[src/rtl/csc_pkg.sv]
// Shared types for the chroma serializer.
// Assumes: nothing beyond the IEEE 1800-2017 language.
package csc_pkg;

    // Source of the pattern loaded for the next subcarrier cycle.
    typedef enum logic [1:0] {
        SRC_BLANK = 2'd0,
        SRC_BURST = 2'd1,
        SRC_PIXEL = 2'd2
    } csc_src_e;

endpackage

[src/rtl/csc_phase_counter.sv]
// Free-running modulo-N subcarrier phase counter.
// Assumes: N >= 2. The counter is cleared only by reset, never per line.
module csc_phase_counter #(
    parameter int N   = 16,
    localparam int PHW = $clog2(N)
) (
    input  logic           clk,
    input  logic           rst_n,
    output logic [PHW-1:0] phase,
    output logic           wrap
);

    localparam logic [PHW-1:0] LAST = PHW'(N - 1);

    assign wrap = (phase == LAST);

    // Count 0..N-1 and roll over.
    always_ff @(posedge clk) begin
        if (!rst_n)
            phase <= '0;
        else if (wrap)
            phase <= '0;
        else
            phase <= phase + 1'b1;
    end

    // The count stays inside its range.
    assert_phase_range_R2: assert property (@(posedge clk) disable iff (!rst_n)
        phase <= LAST);

    // After the last phase comes phase 0.
    assert_phase_roll_R2: assert property (@(posedge clk) disable iff (!rst_n)
        wrap |=> (phase == '0));

    // Phase 0 only follows the last phase.
    assert_phase_step_R2: assert property (@(posedge clk) disable iff (!rst_n)
        !wrap |=> (phase != '0));

endmodule

[src/rtl/csc_pattern_gen.sv]
// Builds the N-bit pattern for one subcarrier cycle from the sampled inputs.
// Burst: ones at phases 0..N/2-1. Pixel: a run of duty(level) ones that starts
// at hue*N/2^HUE_W and wraps modulo N. Bit N-1-p belongs to phase p.
// Assumes: N divisible by 2^HUE_W, LVL_W >= 1. Purely combinational.
module csc_pattern_gen
    import csc_pkg::*;
#(
    parameter int N     = 16,
    parameter int HUE_W = 2,
    parameter int LVL_W = 2,
    localparam int CODE_W = HUE_W + LVL_W
) (
    input  logic [CODE_W-1:0] code,
    input  logic              burst,
    input  logic              valid,
    output logic [N-1:0]      pattern
);

    localparam int HUES   = 1 << HUE_W;
    localparam int LEVELS = 1 << LVL_W;
    localparam int HSTEP  = N / HUES;
    localparam int PW     = $clog2(N + 1);

    logic [HUE_W-1:0] hue_f;
    logic [LVL_W-1:0] lvl_f;
    logic [PW-1:0]    start;
    logic [PW-1:0]    duty_tab [LEVELS];
    logic [PW-1:0]    duty_sel;
    logic [N-1:0]     pix_pat;
    logic [N-1:0]     burst_pat;
    csc_src_e         src;

    assign hue_f = code[HUE_W-1:0];
    assign lvl_f = code[CODE_W-1:HUE_W];
    assign start = PW'(hue_f) * PW'(HSTEP);

    // Duty per level, spread evenly from empty to full.
    for (genvar l = 0; l < LEVELS; l++) begin : g_duty
        assign duty_tab[l] = PW'((l * N) / (LEVELS - 1));
    end

    assign duty_sel = duty_tab[lvl_f];

    // One bit per phase: set when the phase lies inside the wrapped run.
    for (genvar p = 0; p < N; p++) begin : g_bit
        logic [PW:0] ofs_raw;
        logic [PW:0] ofs;
        assign ofs_raw = (PW+1)'(p + N) - {1'b0, start};
        assign ofs     = (ofs_raw >= (PW+1)'(N)) ? ofs_raw - (PW+1)'(N) : ofs_raw;
        assign pix_pat[N-1-p]   = (ofs < {1'b0, duty_sel});
        assign burst_pat[N-1-p] = 1'(p < N / 2);
    end

    // Burst wins over pixel; otherwise blank.
    always_comb begin
        if (burst)
            src = SRC_BURST;
        else if (valid)
            src = SRC_PIXEL;
        else
            src = SRC_BLANK;
    end

    // Pick the pattern for the chosen source.
    always_comb begin
        case (src)
            SRC_BURST: pattern = burst_pat;
            SRC_PIXEL: pattern = pix_pat;
            default:   pattern = '0;
        endcase
    end

endmodule

[src/rtl/csc_shifter.sv]
// N-bit shift register that sends its content MSB first.
// Load has priority over clear; otherwise the register shifts left and fills with 0.
// Assumes: load is asserted once per N clocks by the phase counter.
module csc_shifter #(
    parameter int N = 16
) (
    input  logic         clk,
    input  logic         rst_n,
    input  logic         load,
    input  logic         clear,
    input  logic [N-1:0] load_val,
    output logic         bit_out
);

    logic [N-1:0] sr;

    assign bit_out = sr[N-1];

    // Load, clear or shift once per bit.
    always_ff @(posedge clk) begin
        if (!rst_n)
            sr <= '0;
        else if (load)
            sr <= load_val;
        else if (clear)
            sr <= '0;
        else
            sr <= {sr[N-2:0], 1'b0};
    end

    // A clear outside a load blanks the next bit.
    assert_clear_blanks_R9: assert property (@(posedge clk) disable iff (!rst_n)
        (clear && !load) |=> !bit_out);

    // A loaded pattern's top bit appears first.
    assert_msb_first_R7: assert property (@(posedge clk) disable iff (!rst_n)
        load |=> (bit_out == $past(load_val[N-1])));

endmodule

[src/rtl/ntsc_chroma_serializer.sv]
// One-bit composite color serializer. Each subcarrier cycle of N bits carries
// one pattern: burst, pixel or blank, chosen at the phase wrap edge.
// Assumes: clk is N times the color subcarrier. Inputs for a cycle are stable
// at the edge where sc_phase goes from N-1 to 0.
module ntsc_chroma_serializer #(
    parameter int N     = 16,
    parameter int HUE_W = 2,
    parameter int LVL_W = 2
) (
    input  logic                     clk,
    input  logic                     rst_n,
    input  logic                     burst_en,
    input  logic                     line_start,
    input  logic                     pix_valid,
    input  logic [HUE_W+LVL_W-1:0]   pix_code,
    output logic                     ser_out,
    output logic [$clog2(N)-1:0]     sc_phase
);

    localparam int CODE_W = HUE_W + LVL_W;
    localparam logic [LVL_W-1:0] LVL_MAX = '1;

    logic         wrap;
    logic [N-1:0] next_pat;

    csc_phase_counter #(.N(N)) u_phase (
        .clk   (clk),
        .rst_n (rst_n),
        .phase (sc_phase),
        .wrap  (wrap)
    );

    csc_pattern_gen #(.N(N), .HUE_W(HUE_W), .LVL_W(LVL_W)) u_pat (
        .code    (pix_code),
        .burst   (burst_en),
        .valid   (pix_valid),
        .pattern (next_pat)
    );

    csc_shifter #(.N(N)) u_shift (
        .clk      (clk),
        .rst_n    (rst_n),
        .load     (wrap),
        .clear    (line_start),
        .load_val (next_pat),
        .bit_out  (ser_out)
    );

    // Burst opens high at phase 0.
    assert_burst_opens_R4: assert property (@(posedge clk) disable iff (!rst_n)
        (wrap && burst_en) |=> ser_out);

    // No burst and no pixel gives a low first bit.
    assert_blank_cycle_R8: assert property (@(posedge clk) disable iff (!rst_n)
        (wrap && !burst_en && !pix_valid) |=> !ser_out);

    // Lowest level gives no ones at all.
    assert_level_zero_R6: assert property (@(posedge clk) disable iff (!rst_n)
        (wrap && !burst_en && pix_valid && (pix_code[CODE_W-1:HUE_W] == '0)) |=> !ser_out);

    // Top level gives all ones.
    assert_level_full_R6: assert property (@(posedge clk) disable iff (!rst_n)
        (wrap && !burst_en && pix_valid && (pix_code[CODE_W-1:HUE_W] == LVL_MAX)) |=> ser_out);

endmodule

[config.mk]
export PLATFORM = sky130hd
export DESIGN_NAME = ntsc_chroma_serializer
export DESIGN_NICKNAME = d
export VERILOG_FILES = /design/src/rtl/csc_pkg.sv /design/src/rtl/csc_phase_counter.sv /design/src/rtl/csc_pattern_gen.sv /design/src/rtl/csc_shifter.sv /design/src/rtl/ntsc_chroma_serializer.sv
export SDC_FILE = /design/constraint.sdc
export NUM_CORES = 1
export LEC_CHECK = 0
export CAP_MARGIN = 15
export CORE_MARGIN = 8
export CORE_UTILIZATION = 50
export CTS_BUF_LIST = sky130_fd_sc_hd__clkbuf_16
export DETAILED_ROUTE_END_ITERATION = 8
export MAX_ROUTING_LAYER = met4
export PLACE_DENSITY = 0.78
export SYNTH_ARGS = -nofsm -noshare
export SYNTH_HDL_FRONTEND = slang
export SYNTH_SLANG_ARGS = --single-unit
[constraint.sdc]
create_clock -name clk -period 5 [get_ports clk]
set_input_delay 1.25 -clock clk [delete_from_list [all_inputs] [get_ports clk]]
set_output_delay 1.25 -clock clk [all_outputs]
set_load 0.02 [all_outputs]
# Word-level counts from Yosys, hierarchy flattened
# Index checks and enable logic that the tools add are counted.
# classes
n_lt_le_gt_ge,33
n_reduce_logical,1
n_eq_ne,3
bitwise_logic,2
n_mux,24
add_sub_neg,33
# op_table
operator,n
$ge A6 B5 Y1 const B,16
$lt A6 B5 Y1,16
$mux W6,16
$sub A5 B4 Y6 const A,16
$sub A6 B5 Y6 const B,16
$mux W16,2
$pmux W16 S2,1
$bmux W5 S2,1
$mux W5,2
$add A4 B1 Y4 const B,1
$eq A4 B4 Y1 const B,1
$mux W2,2
$ge A3 B3 Y1 const B,1
$not A2 Y3,1
$eq A2 B1 Y1 const B,1
$eq A2 B2 Y1 const B,1
$reduce_or A2 Y1,1
$not A1 Y1,1
# totals
output_inout_bits,5
input_bits,9
elab_cells,98
reg_bits,20

# Longest topological paths before layout
# logic_depth
ltp_word,7
depth_mapped,8

# By module
# Synthesis repeated with hierarchy kept, for this count alone.
# hier_totals
cells_unflattened,165
area_unflattened_um2,1386.3
# by_module_without_submodules
mod,area_each_um2,instances,cells_each,seq_area_each_um2
csc_shifter,631.9,1,67,320.3
csc_pattern_gen,585.6,1,82,0.0
csc_phase_counter,168.9,1,16,80.1

# Worst setup path before layout
# Ideal clock, no wire load.
# synth_timing
path_kind,input -> register
start,in pix_code[0]
end,reg u_shift.sr[15]
t_required_ns,4.881
arrival_ns,2.619
path_slack_ns,2.263
path_stages,7
n_path_buf,1
setup_time_ns,0.119
cell_sequence,inv_1 > ha_1 > buf_6 > or4b_1 > o311a_2 > a21oi_1 > o2bb2ai_1
# synth_between
elab_chain_cells,6
word_cells_on_any_way,7
classes_between,add/sub: 2; order compare: 2; mux: 3
# synth_rtl
item,line,source
start: declaration,ntsc_chroma_serializer.sv:15,"input logic [HUE_W+LVL_W-1:0] pix_code,"
$sub A5 B4 Y6 *,csc_pattern_gen.sv:48,"assign ofs_raw = (PW+1)'(p + N) - {1'b0, start};"
$sub A6 B5 Y6 / $ge A6 B5 Y1 (equally long branches),csc_pattern_gen.sv:49,assign ofs = (ofs_raw >= (PW+1)'(N)) ? ofs_raw - (PW+1)'(N) : ofs_raw;
$mux W6 *,csc_pattern_gen.sv:49,
$lt A6 B5 Y1 *,csc_pattern_gen.sv:50,"assign pix_pat[N-1-p] = (ofs < {1'b0, duty_sel});"
$pmux W16 S2 *,csc_pattern_gen.sv:66,case (src)
$mux W16 *,csc_shifter.sv:23,else if (load)
end signal: assignment,csc_shifter.sv:24,sr <= load_val;
end signal: assignment,csc_shifter.sv:28,"sr <= {sr[N-2:0], 1'b0};"
end: declaration,csc_shifter.sv:15,logic [N-1:0] sr;
# Every way passes the cells marked *; elsewhere a longest branch is shown, timed or not.
# A chain may end at the register's enable or synchronous reset.

# Worst setup path after layout
# layout_timing
start,in pix_code[0]
end,reg u_shift.sr[6]
# Same word-level chain as after synthesis.

==> results.md <==
* Worst hold path startpoint: u_shift.sr[10]
* Worst R2R Setup Slack at 3.10 ns
* Min-delay worst type: flip-flop to flip-flop
* Async SR Flop Fraction at 0%
* PD cells at 312 nW/µm²
* WL/cell at 15.6 µm
* H-tree depth at 1
* # setup viols final at 0
* Vias in the first global route at 1016
* CP peak stage delay at 0.58 ns
* Setup CP Type: input pin to flip-flop
* GRT Max-Usage Layer: met2
* Synth Area in Simple Gates at 18.2%
* IO Port Bufs at 13
* Via count at 1028
* Fin Clk Skew at 0.000718 ns
* Critical path capture point type: flip-flop
* CP startpoint kind: input pin
* CTS tree: built
* Placed inst area at 1360 µm²
* Fmax at 0.302 GHz
* Post-CTS Setup Repair Bufs at 0
* Adder-Cell Fraction of Synth Area at 17.2%
* Antenna-violating nets left at 0
* Final wirelength at 2780 µm
* Initial antenna violation count at 0
* Clock Latency Late Sink at 0.25 ns
* Die Footprint at 4310 µm²
* Core box area at 2410 µm²
* Max Slew Vio Count at 0
* Pin count of the biggest net entering global routing at 16
* Post-CTS Hold Buffers at 0
* Tmin final at 3.31 ns
* Compound-gate portion of the synthesized area at 22.9%
* Synth area leaders: dfxtp_1 32%, ha_1 17%, o2bb2ai_1 6.4%
* Critical Path AT at 3.46 ns
* Hold path endpoint: u_shift.sr[11]
* Sequential area share after synthesis at 32.5%
* Met3 Resource Use GR at 2.89%
* Mapped cell area at 1230 µm²
* Syn nets at 162
* Chip Width at 65.7 µm
* CTS clk-pin slew, worst paths at 0.06 ns
* Final hold slack at 0.432 ns
* FF-to-FF path depth at 5
* Worst-Margin Slew at 0.994 ns
* Layout cells sized above 1 at 6.08%
* Max cap viols at 0
* Sink Count at 20
* Initial core utilization at 51.2%
* GPL Wtd Cong at 0.945
* Yosys top cell area share at 32.5%
* CTS Buf Count at 3
* DR iter-0 viols at 60
* YS warnings at 0
* Cells along the critical path: clkdlybuf4s50_1, inv_1, ha_1, inv_2, or4_1, o311a_1, a22o_1
* Chip height at 65.7 µm
* Post-detail-place hpwl at 2060 µm
* CTS resizes at 0
* Post-Place Cells at 174
* Antenna Diode Count at 0
* Ports at 14
* Setup TNS at 0 ns
* Post-synth cell types at 36
* Syn Inst Count at 136
* Largest family of logic cells by synthesized area: compound AO/OA/AOI/OAI gates
* Hold-critical path depth at 1
* EDFF count, synth at 0
* Grt met1 use at 17.3%
* Top_reg_cell synth: dfxtp_1
* Fin cells at 178
* Final Cell Area at 1460 µm²
* Total GRT Usage at 14.0%
* Mux share of post-synthesis cell area at 0%
* Unrepaired setup endpoints after global routing: no
* Yosys top cell by area: dfxtp_1
* First-pass GRT wire length at 4710 µm
* R2r endpoint: u_shift.sr[7]
* Relative slew slack at 33.5%
* Row cnt at 18
* Vias per inst at 5.78
* Nets at 175
* Post-Synth XOR/XNOR Area at 1.42%
* Slowest-stage cell, CP: clkdlybuf4s50_1
* Crit path max fanout at 10
* Worst Path Required at 5.14 ns
* Global routing usage on met2 at 21.6%
* Fin. Hold Viols at 0
* Fin crit share at 66.2%
* Avg Cell Area, Syn at 9.07 µm²
* GRT overflow at 0
* Clk buf depth at 2
* Area growth, synth to finish at 18.6%
* R2r startpoint: u_phase.phase[0]
* Status: complete, no violations
* Drt first pass iters at 4
* Root buffer cell: clkbuf_16
* Drt drc at 0
* Worst ir drop on vdd at 0.291 mV
* Yosys reg bits at 20
* Leak pwr at 0.626 nW
-- where the power goes --
group | switching, mW | internal, mW
clock network | 0.0609 | 0.159
logic | 0.0433 | 0.0299
registers | 0.00252 | 0.161
-- cell usage in the layout, fill, tap and decap left out, types with 2 or more instances in the layout --
cell	synthesis	layout
a21oi_1	9	9
a22o_1	4	4
a32o_1	2	2
and3_1	2	2
clkbuf_16	0	3
clkdlybuf4s50_1	0	13
dfxtp_1	20	20
ha_1	17	17
inv_1	13	13
nand2_1	9	9
nand3_1	5	5
nand3b_1	2	2
nor2_1	14	14
o21ai_0	2	2
o2bb2ai_1	9	9
o311a_1	2	2
or4_1	2	2
-- per-layer routing --
| metal | vias up | routed length (µm) |
|---|---|---|
| li1 | 514 | - |
| met1 | 470 | 1280 |
| met5 | - | 0 |
| met2 | 36 | 1260 |
| met4 | 0 | 74 |
| met3 | 8 | 165 |
-- metrics by stage --
stage	setup slack [ns]	power, mW	util, %
finish	1.69	0.457	60.7
global route	1.57	0.476	60.7
CTS	1.72	0.458	60.7
detailed placement	1.48	0.239	56.3
global placement	1.51	0.237	56.3
floorplan	2.26	0.217	-
-- kinds of logic after synthesis --
kind of cell,Yosys count
AND/OR/NAND/NOR,41
AO/OA/AOI/OAI,37
flip-flops,20
buffers and inverters,19
adder cells (fa/ha/maj),17
XOR/XNOR,2
-- cell usage after synthesis, types with 2 or more instances --
cell       count
nor2_1        14
a22o_1         4
a21oi_1        9
o2bb2ai_1      9
o311a_1        2
a32o_1         2
dfxtp_1       20
and3_1         2
nand3_1        5
inv_1         13
buf_2          2
or4_1          2
buf_6          3
o21ai_0        2
nand2_1        9
ha_1          17
nand3b_1       2
-- cell type report --
cell class,instances,area [µm²]
Inverter,14,52.6
Multi-Input combinational cell,97,737
Sequential cell,20,400
Timing Repair Buffer,13,130
Clock buffer,3,75.1
Tap cell,30,37.5
Clock inverter,1,30.0
Fill cell,199,947
-- sequential cells by signal, summed over array words and instances (netlist names) --
signal,flops
u_phase.phase,4
u_shift.sr,16
-- how the worst max path moves through the flow --
stage,from,endpoint,cells after the start
finish,pix_code[0],u_shift.sr[6],7
global route,pix_code[2],u_shift.sr[11],9
CTS,pix_code[0],u_shift.sr[6],7
detailed placement,pix_code[0],u_shift.sr[6],7
global placement,pix_code[3],u_shift.sr[11],8
floorplan,pix_code[0],u_shift.sr[15],7
-- critical path: cells and delay by family --
kind	cells	cell delay, ns
buffers and inverters	3	0.81
AO/OA/AOI/OAI	2	0.35
AND/OR/NAND/NOR	1	0.52
adder cells (fa/ha/maj)	1	0.52
(Power assumes the default switching activity.)
